File: src/rtl/dac_host_pkg.sv
package dac_host_pkg;
    localparam int BYTE_W = 8;
    localparam int WORD_W = 2 * BYTE_W;

    typedef enum logic [2:0] {
        ST_IDLE,
        ST_LEAD,
        ST_HIGH,
        ST_LOW,
        ST_GAP,
        ST_STROBE
    } tx_state_e;

    function automatic logic [BYTE_W-1:0] mirror_byte(input logic [BYTE_W-1:0] b);
        logic [BYTE_W-1:0] r;
        for (int i = 0; i < BYTE_W; i++) begin
            r[i] = b[BYTE_W-1-i];
        end
        return r;
    endfunction
endpackage

File: src/rtl/dac_byte_shifter.sv
module dac_byte_shifter #(
    parameter int W = 8
) (
    input  logic         clk,
    input  logic         rst_n,
    input  logic         load,
    input  logic         shift,
    input  logic         lsb_mode,
    input  logic [W-1:0] din,
    output logic         dout
);
    logic [W-1:0] sh_d, sh_q;

    always_comb begin
        sh_d = sh_q;
        if (load) begin
            sh_d = din;
        end else if (shift) begin
            sh_d = lsb_mode ? {1'b0, sh_q[W-1:1]} : {sh_q[W-2:0], 1'b0};
        end
    end

    always_ff @(posedge clk or negedge rst_n) begin
        if (!rst_n) sh_q <= '0;
        else        sh_q <= sh_d;
    end

    assign dout = lsb_mode ? sh_q[0] : sh_q[W-1];

    // loading and shifting are never requested in the same cycle
    a_r5_load_xor_shift: assert property (@(posedge clk) disable iff (!rst_n)
        !(load && shift));
endmodule

File: src/rtl/dac_frame_steer.sv
module dac_frame_steer #(
    parameter int NCH  = 2,
    parameter int CH_W = (NCH > 1) ? $clog2(NCH) : 1
) (
    input  logic            frame_on,
    input  logic [CH_W-1:0] sel,
    output logic [NCH-1:0]  fs_n
);
    for (genvar i = 0; i < NCH; i++) begin : g_ch
        assign fs_n[i] = !(frame_on && (sel == CH_W'(i)));
    end
endmodule

File: src/rtl/dual_dac_tx.sv
module dual_dac_tx
    import dac_host_pkg::*;
#(
    parameter int SCLK_DIV   = 4,
    parameter int GAP_CYCLES = 6
) (
    input  logic              clk,
    input  logic              rst_n,
    input  logic              req_valid,
    output logic              req_ready,
    input  logic              req_chan,
    input  logic [WORD_W-1:0] req_word,
    input  logic              cfg_lsb_first,
    input  logic              cfg_ldac_en,
    output logic              busy,
    output logic              sclk,
    output logic              sdata,
    output logic              fs_a_n,
    output logic              fs_b_n,
    output logic              ldac_n
);
    localparam int HALF    = SCLK_DIV / 2;
    localparam int CNT_MAX = (2 * HALF > GAP_CYCLES) ? 2 * HALF : GAP_CYCLES;
    localparam int CNT_W   = $clog2(CNT_MAX + 1);
    localparam int BIT_W   = $clog2(BYTE_W);

    typedef struct packed {
        tx_state_e         st;
        logic [CNT_W-1:0]  cnt;
        logic [BIT_W-1:0]  bit_idx;
        logic              second;
        logic              chan;
        logic              lsb;
        logic              ldac_en;
        logic [BYTE_W-1:0] lo_byte;
        logic              sclk;
        logic              frame;
        logic              ldac_n;
    } regs_t;

    regs_t             d, q;
    logic              sh_load, sh_shift, sh_bit;
    logic [BYTE_W-1:0] sh_byte;
    logic [1:0]        fs_vec;

    always_comb begin
        d        = q;
        sh_load  = 1'b0;
        sh_shift = 1'b0;
        sh_byte  = '0;
        unique case (q.st)
            ST_IDLE: begin
                if (req_valid) begin
                    d.st      = ST_LEAD;
                    d.cnt     = CNT_W'(HALF - 1);
                    d.bit_idx = '0;
                    d.second  = 1'b0;
                    d.chan    = req_chan;
                    d.lsb     = cfg_lsb_first;
                    d.ldac_en = cfg_ldac_en;
                    d.lo_byte = req_word[BYTE_W-1:0];
                    d.frame   = 1'b1;
                    sh_load   = 1'b1;
                    sh_byte   = cfg_lsb_first ? mirror_byte(req_word[WORD_W-1:BYTE_W])
                                              : req_word[WORD_W-1:BYTE_W];
                end
            end
            ST_LEAD, ST_GAP: begin
                if (q.cnt == '0) begin
                    d.st   = ST_HIGH;
                    d.sclk = 1'b1;
                    d.cnt  = CNT_W'(HALF - 1);
                end else begin
                    d.cnt = q.cnt - 1'b1;
                end
            end
            ST_HIGH: begin
                if (q.cnt == '0) begin
                    d.st   = ST_LOW;
                    d.sclk = 1'b0;
                    d.cnt  = CNT_W'(HALF - 1);
                end else begin
                    d.cnt = q.cnt - 1'b1;
                end
            end
            ST_LOW: begin
                if (q.cnt != '0) begin
                    d.cnt = q.cnt - 1'b1;
                end else if (q.bit_idx != BIT_W'(BYTE_W - 1)) begin
                    d.bit_idx = q.bit_idx + 1'b1;
                    sh_shift  = 1'b1;
                    d.st      = ST_HIGH;
                    d.sclk    = 1'b1;
                    d.cnt     = CNT_W'(HALF - 1);
                end else if (!q.second) begin
                    d.second  = 1'b1;
                    d.bit_idx = '0;
                    sh_load   = 1'b1;
                    sh_byte   = q.lsb ? mirror_byte(q.lo_byte) : q.lo_byte;
                    d.st      = ST_GAP;
                    d.cnt     = CNT_W'(GAP_CYCLES - 1);
                end else begin
                    d.frame = 1'b0;
                    if (q.ldac_en) begin
                        d.st     = ST_STROBE;
                        d.ldac_n = 1'b0;
                        d.cnt    = CNT_W'(2 * HALF - 1);
                    end else begin
                        d.st = ST_IDLE;
                    end
                end
            end
            ST_STROBE: begin
                if (q.cnt == '0) begin
                    d.st     = ST_IDLE;
                    d.ldac_n = 1'b1;
                end else begin
                    d.cnt = q.cnt - 1'b1;
                end
            end
            default: d.st = ST_IDLE;
        endcase
    end

    always_ff @(posedge clk or negedge rst_n) begin
        if (!rst_n) begin
            q        <= '0;
            q.st     <= ST_IDLE;
            q.ldac_n <= 1'b1;
        end else begin
            q <= d;
        end
    end

    dac_byte_shifter #(.W(BYTE_W)) u_shift (
        .clk      (clk),
        .rst_n    (rst_n),
        .load     (sh_load),
        .shift    (sh_shift),
        .lsb_mode (q.lsb),
        .din      (sh_byte),
        .dout     (sh_bit)
    );

    dac_frame_steer #(.NCH(2), .CH_W(1)) u_steer (
        .frame_on (q.frame),
        .sel      (q.chan),
        .fs_n     (fs_vec)
    );

    assign fs_a_n    = fs_vec[0];
    assign fs_b_n    = fs_vec[1];
    assign sclk      = q.sclk;
    assign sdata     = q.frame & sh_bit;
    assign ldac_n    = q.ldac_n;
    assign req_ready = (q.st == ST_IDLE);
    assign busy      = !req_ready;

    a_r1_single_frame: assert property (@(posedge clk) disable iff (!rst_n)
        !(!fs_a_n && !fs_b_n));
    a_r2_clk_in_frame: assert property (@(posedge clk) disable iff (!rst_n)
        sclk |-> (!fs_a_n || !fs_b_n));
    a_r2_data_hold: assert property (@(posedge clk) disable iff (!rst_n)
        (sclk && $past(sclk)) |-> $stable(sdata));
    a_r3_frame_in_gap: assert property (@(posedge clk) disable iff (!rst_n)
        (q.st == ST_GAP) |-> (!fs_a_n || !fs_b_n));
    a_r7_strobe_outside_frame: assert property (@(posedge clk) disable iff (!rst_n)
        !ldac_n |-> (fs_a_n && fs_b_n));
    a_r8_ready_quiet: assert property (@(posedge clk) disable iff (!rst_n)
        req_ready |-> (fs_a_n && fs_b_n && ldac_n && !sclk));
    a_r8_busy_covers_frame: assert property (@(posedge clk) disable iff (!rst_n)
        (!fs_a_n || !fs_b_n) |-> busy);
endmodule

File: config.mk
export PLATFORM = sky130hd
export DESIGN_NAME = dual_dac_tx
export DESIGN_NICKNAME = d
export VERILOG_FILES = /design/src/rtl/dac_host_pkg.sv /design/src/rtl/dac_byte_shifter.sv /design/src/rtl/dac_frame_steer.sv /design/src/rtl/dual_dac_tx.sv
export SDC_FILE = /design/constraint.sdc
export NUM_CORES = 1
export LEC_CHECK = 0
export CAP_MARGIN = 20
export CORE_MARGIN = 3
export CORE_UTILIZATION = 54
export CTS_CLUSTER_DIAMETER = 200
export DETAILED_ROUTE_END_ITERATION = 12
export GPL_TIMING_DRIVEN = 0
export HOLD_SLACK_MARGIN = 0.08
export PLACE_DENSITY = 0.83
export SLEW_MARGIN = 20
export SYNTH_ARGS = -nofsm -noshare
export SYNTH_HDL_FRONTEND = slang
export SYNTH_SLANG_ARGS = --single-unit
File: constraint.sdc
create_clock -name clk -period 2.7 [get_ports clk]
set_clock_uncertainty 0.15 [all_clocks]
set_input_delay 0.54 -clock clk [delete_from_list [all_inputs] [get_ports clk]]
set_output_delay 0.54 -clock clk [all_outputs]
set_load 0.1 [all_outputs]
==> flow_summary.json <==
{
  "syn_inst": 208,
  "slew_viol_final": 0,
  "grt_pass1_wl_um": 7180,
  "place_hpwl_um": 3020,
  "drive_gt1_share_pct": 14.0,
  "regArea_um2": 803,
  "tightestPinTransition_ps": 982,
  "drc": 0,
  "antenna_found_initial": 0,
  "rrSetupSlack_ps": 190,
  "die_w_um": 65.8,
  "wl_per_cell_um": 14.2,
  "fin_crit_ps": 2650,
  "path_clk_slew_ps": 110,
  "grt.met2_usage_pct": 30.2,
  "cp_max_fo": 4,
  "multiInputGateArea_um2": 1030,
  "final_antenna_net_count": 0,
  "dpl-instance-area_um2": 2290,
  "arrival_ps": 1960,
  "dr.pass1.iters": 5,
  "netlist.area_leader.share_pct": 40.2,
  "cts_tree": "yes",
  "hold_viol": 0,
  "portBuffers": 27,
  "maxCapViolations": 0,
  "start_util_pct": 56.9,
  "grt_max_degree": 24,
  "num_vias": 1655,
  "n_antenna_cell": 0,
  "synth_area_per_cell_um2": 9.27,
  "pin_count": 29,
  "cts_root_buf": "clkbuf_4",
  "gr-max-usage-layer": "met1",
  "fmax_mhz": 377,
  "timing.final.crit_share_pct": 98.1,
  "gp_congestion": 0.866,
  "core_area_um2": 3390,
  "leakage_nw": 1.09,
  "rsz0062_at_grt": "no",
  "numCtsBuffers": 5,
  "powerDensity_nw_per_um2": 1090,
  "grt_overflow": 0,
  "async_flop_share_pct": 100,
  "track_usage_pct": 21.7,
  "gr-usage-met3_pct": 3.08,
  "status": "complete, no violations",
  "irDropWorstVdd_uv": 426,
  "grt_pass1_vias": 1527,
  "wl_um": 4090,
  "avgViaCountPerCell": 5.73,
  "layout.nets": 269,
  "synth_edf_count": 0,
  "total_power_mw": 2.56,
  "startpoint_type": "flip-flop",
  "ys.flop_type": "dfrtp_1",
  "area_growth_syn_to_layout_pct": 22.1,
  "synth_top_cell_by_area": "dfrtp_1",
  "min_path_type": "flip-flop to flip-flop",
  "yosysWarnings": 0,
  "num-fill-cells": 279,
  "endpoint_kind": "output port",
  "setup_violations": 0,
  "crit_type": "flip-flop to output port",
  "dieArea_um2": 4320,
  "synthMostInstantiatedCell": "nand2_1",
  "grt.met1_usage_pct": 32.4,
  "synth.distinct_cells": 46,
  "insertion_delay_ps": 340,
  "post-route-cell-area_um2": 2350,
  "synth-seq-area-share_pct": 41.6,
  "ys_seq_elements": 32,
  "cp.required_ps": 2010,
  "die_y_um": 65.8,
  "slew-limit-headroom_pct": 34.4,
  "htree_levels": 2,
  "first_iter_violations": 132,
  "syn_area_um2": 1930,
  "cts_num_sinks": 32,
  "rows": 21,
  "synth.area.top_cells": "dfrtp_1, mux2i_1, nand2_1",
  "syn_nets": 234,
  "synth_common_cells": "nand2_1, dfrtp_1, mux2i_1",
  "cts_buffer_depth": 2
}
-- area by class of cell --
class                           count  area share, %
Multi-Input combinational cell    153           43.6
Clock buffer                        7           2.76
Buffer                             15           3.19
Timing Repair Buffer               29           12.6
Inverter                            7           1.28
Tap cell                           46           2.44
Sequential cell                    32           34.1
-- state kept, by name, indices dropped and copies added, names as in the netlist --
name,cells
sclk,1
ldac_n,1
u_shift.sh_q,8
q,22
-- power breakdown --
| group | switching (mW) | internal, mW |
|---|---|---|
| Combinational | 0.800 | 0.559 |
| Clock | 0.158 | 0.148 |
| Sequential | 0.193 | 0.698 |
| Total | 1.15 | 1.40 |
-- path summary, 6_finish.rpt --
check / from / cells past startpoint / endpoint
max: q[1] / 2 / fs_b_n
min: q[13] / 2 / q[13]
max reg2reg: q[15] / 7 / q[16]
min reg2reg: q[13] / 2 / q[13]
max in group asynchronous: rst_n / 3 / ldac_n
min in group asynchronous: rst_n / 2 / q[1]
-- what timing repair did --
action                     CTS  global route
setup endpoints to repair    4             3
hold buffers                 1             0
hold endpoints to repair     9             0
resized for setup           15             3
setup buffers                0             0
-- placed cells by master, fill, tap and decap left out, types with 2 or more instances in the layout --
cell type and instances:
a211o_1 2, a211o_2 6, a21oi_1 7, a31oi_1 2
a41oi_1 2, buf_1 2, buf_2 5, buf_6 2
clkbuf_1 8, clkbuf_4 6, clkbuf_8 2, clkdlybuf4s50_1 21
dfrtp_1 30, ha_1 4, inv_1 6, mux2_2 3
mux2i_1 24, nand2_1 43, nand2b_1 4, nor2_1 11
nor2b_1 3, nor3_1 3, nor3b_1 2, o21a_1 2
o21ai_0 2, o22ai_1 9, o31ai_1 2
-- worst max-delay path: stages, from the launching register on --
cell and delay [ps]:
dfrtp_1 420, nand2_1 80, clkdlybuf4s50_1 1120
-- layer usage --
layer  wire length [um]  part of all wire (%)
met1               1950                    48
met2               1830                    45
met3                243                   5.9
met4                 64                   1.6
met5                  0                     0
-- kinds of logic (layout without fill, tap and decap cells) --
family          count (synthesis)  after routing  share of synthesized area (%)
fa+ha+maj                       5              5                           3.11
compound gates                 44             44                           17.1
buf+inv                        23             58                           5.39
mux                            27             27                           14.2
flops                          32             32                           41.6
simple gates                   77             77                           18.6
-- per-stage QoR --
step           TNS, ps  std cells  util [%]  worst slack, ps  hold WS, ps
2_1_floorplan    -91.2        208         -            -91.2         94.4
3_3_place_gp      -958        281      66.8             -677          327
3_5_place_dp     -1050        282      67.4             -724          282
4_1_cts              0        289      69.3             27.4          356
5_1_grt              0        289      69.5             1.96          383
6_report             0        289      69.5             50.9          355
Note: power is estimated with default switching activity, not from simulation.
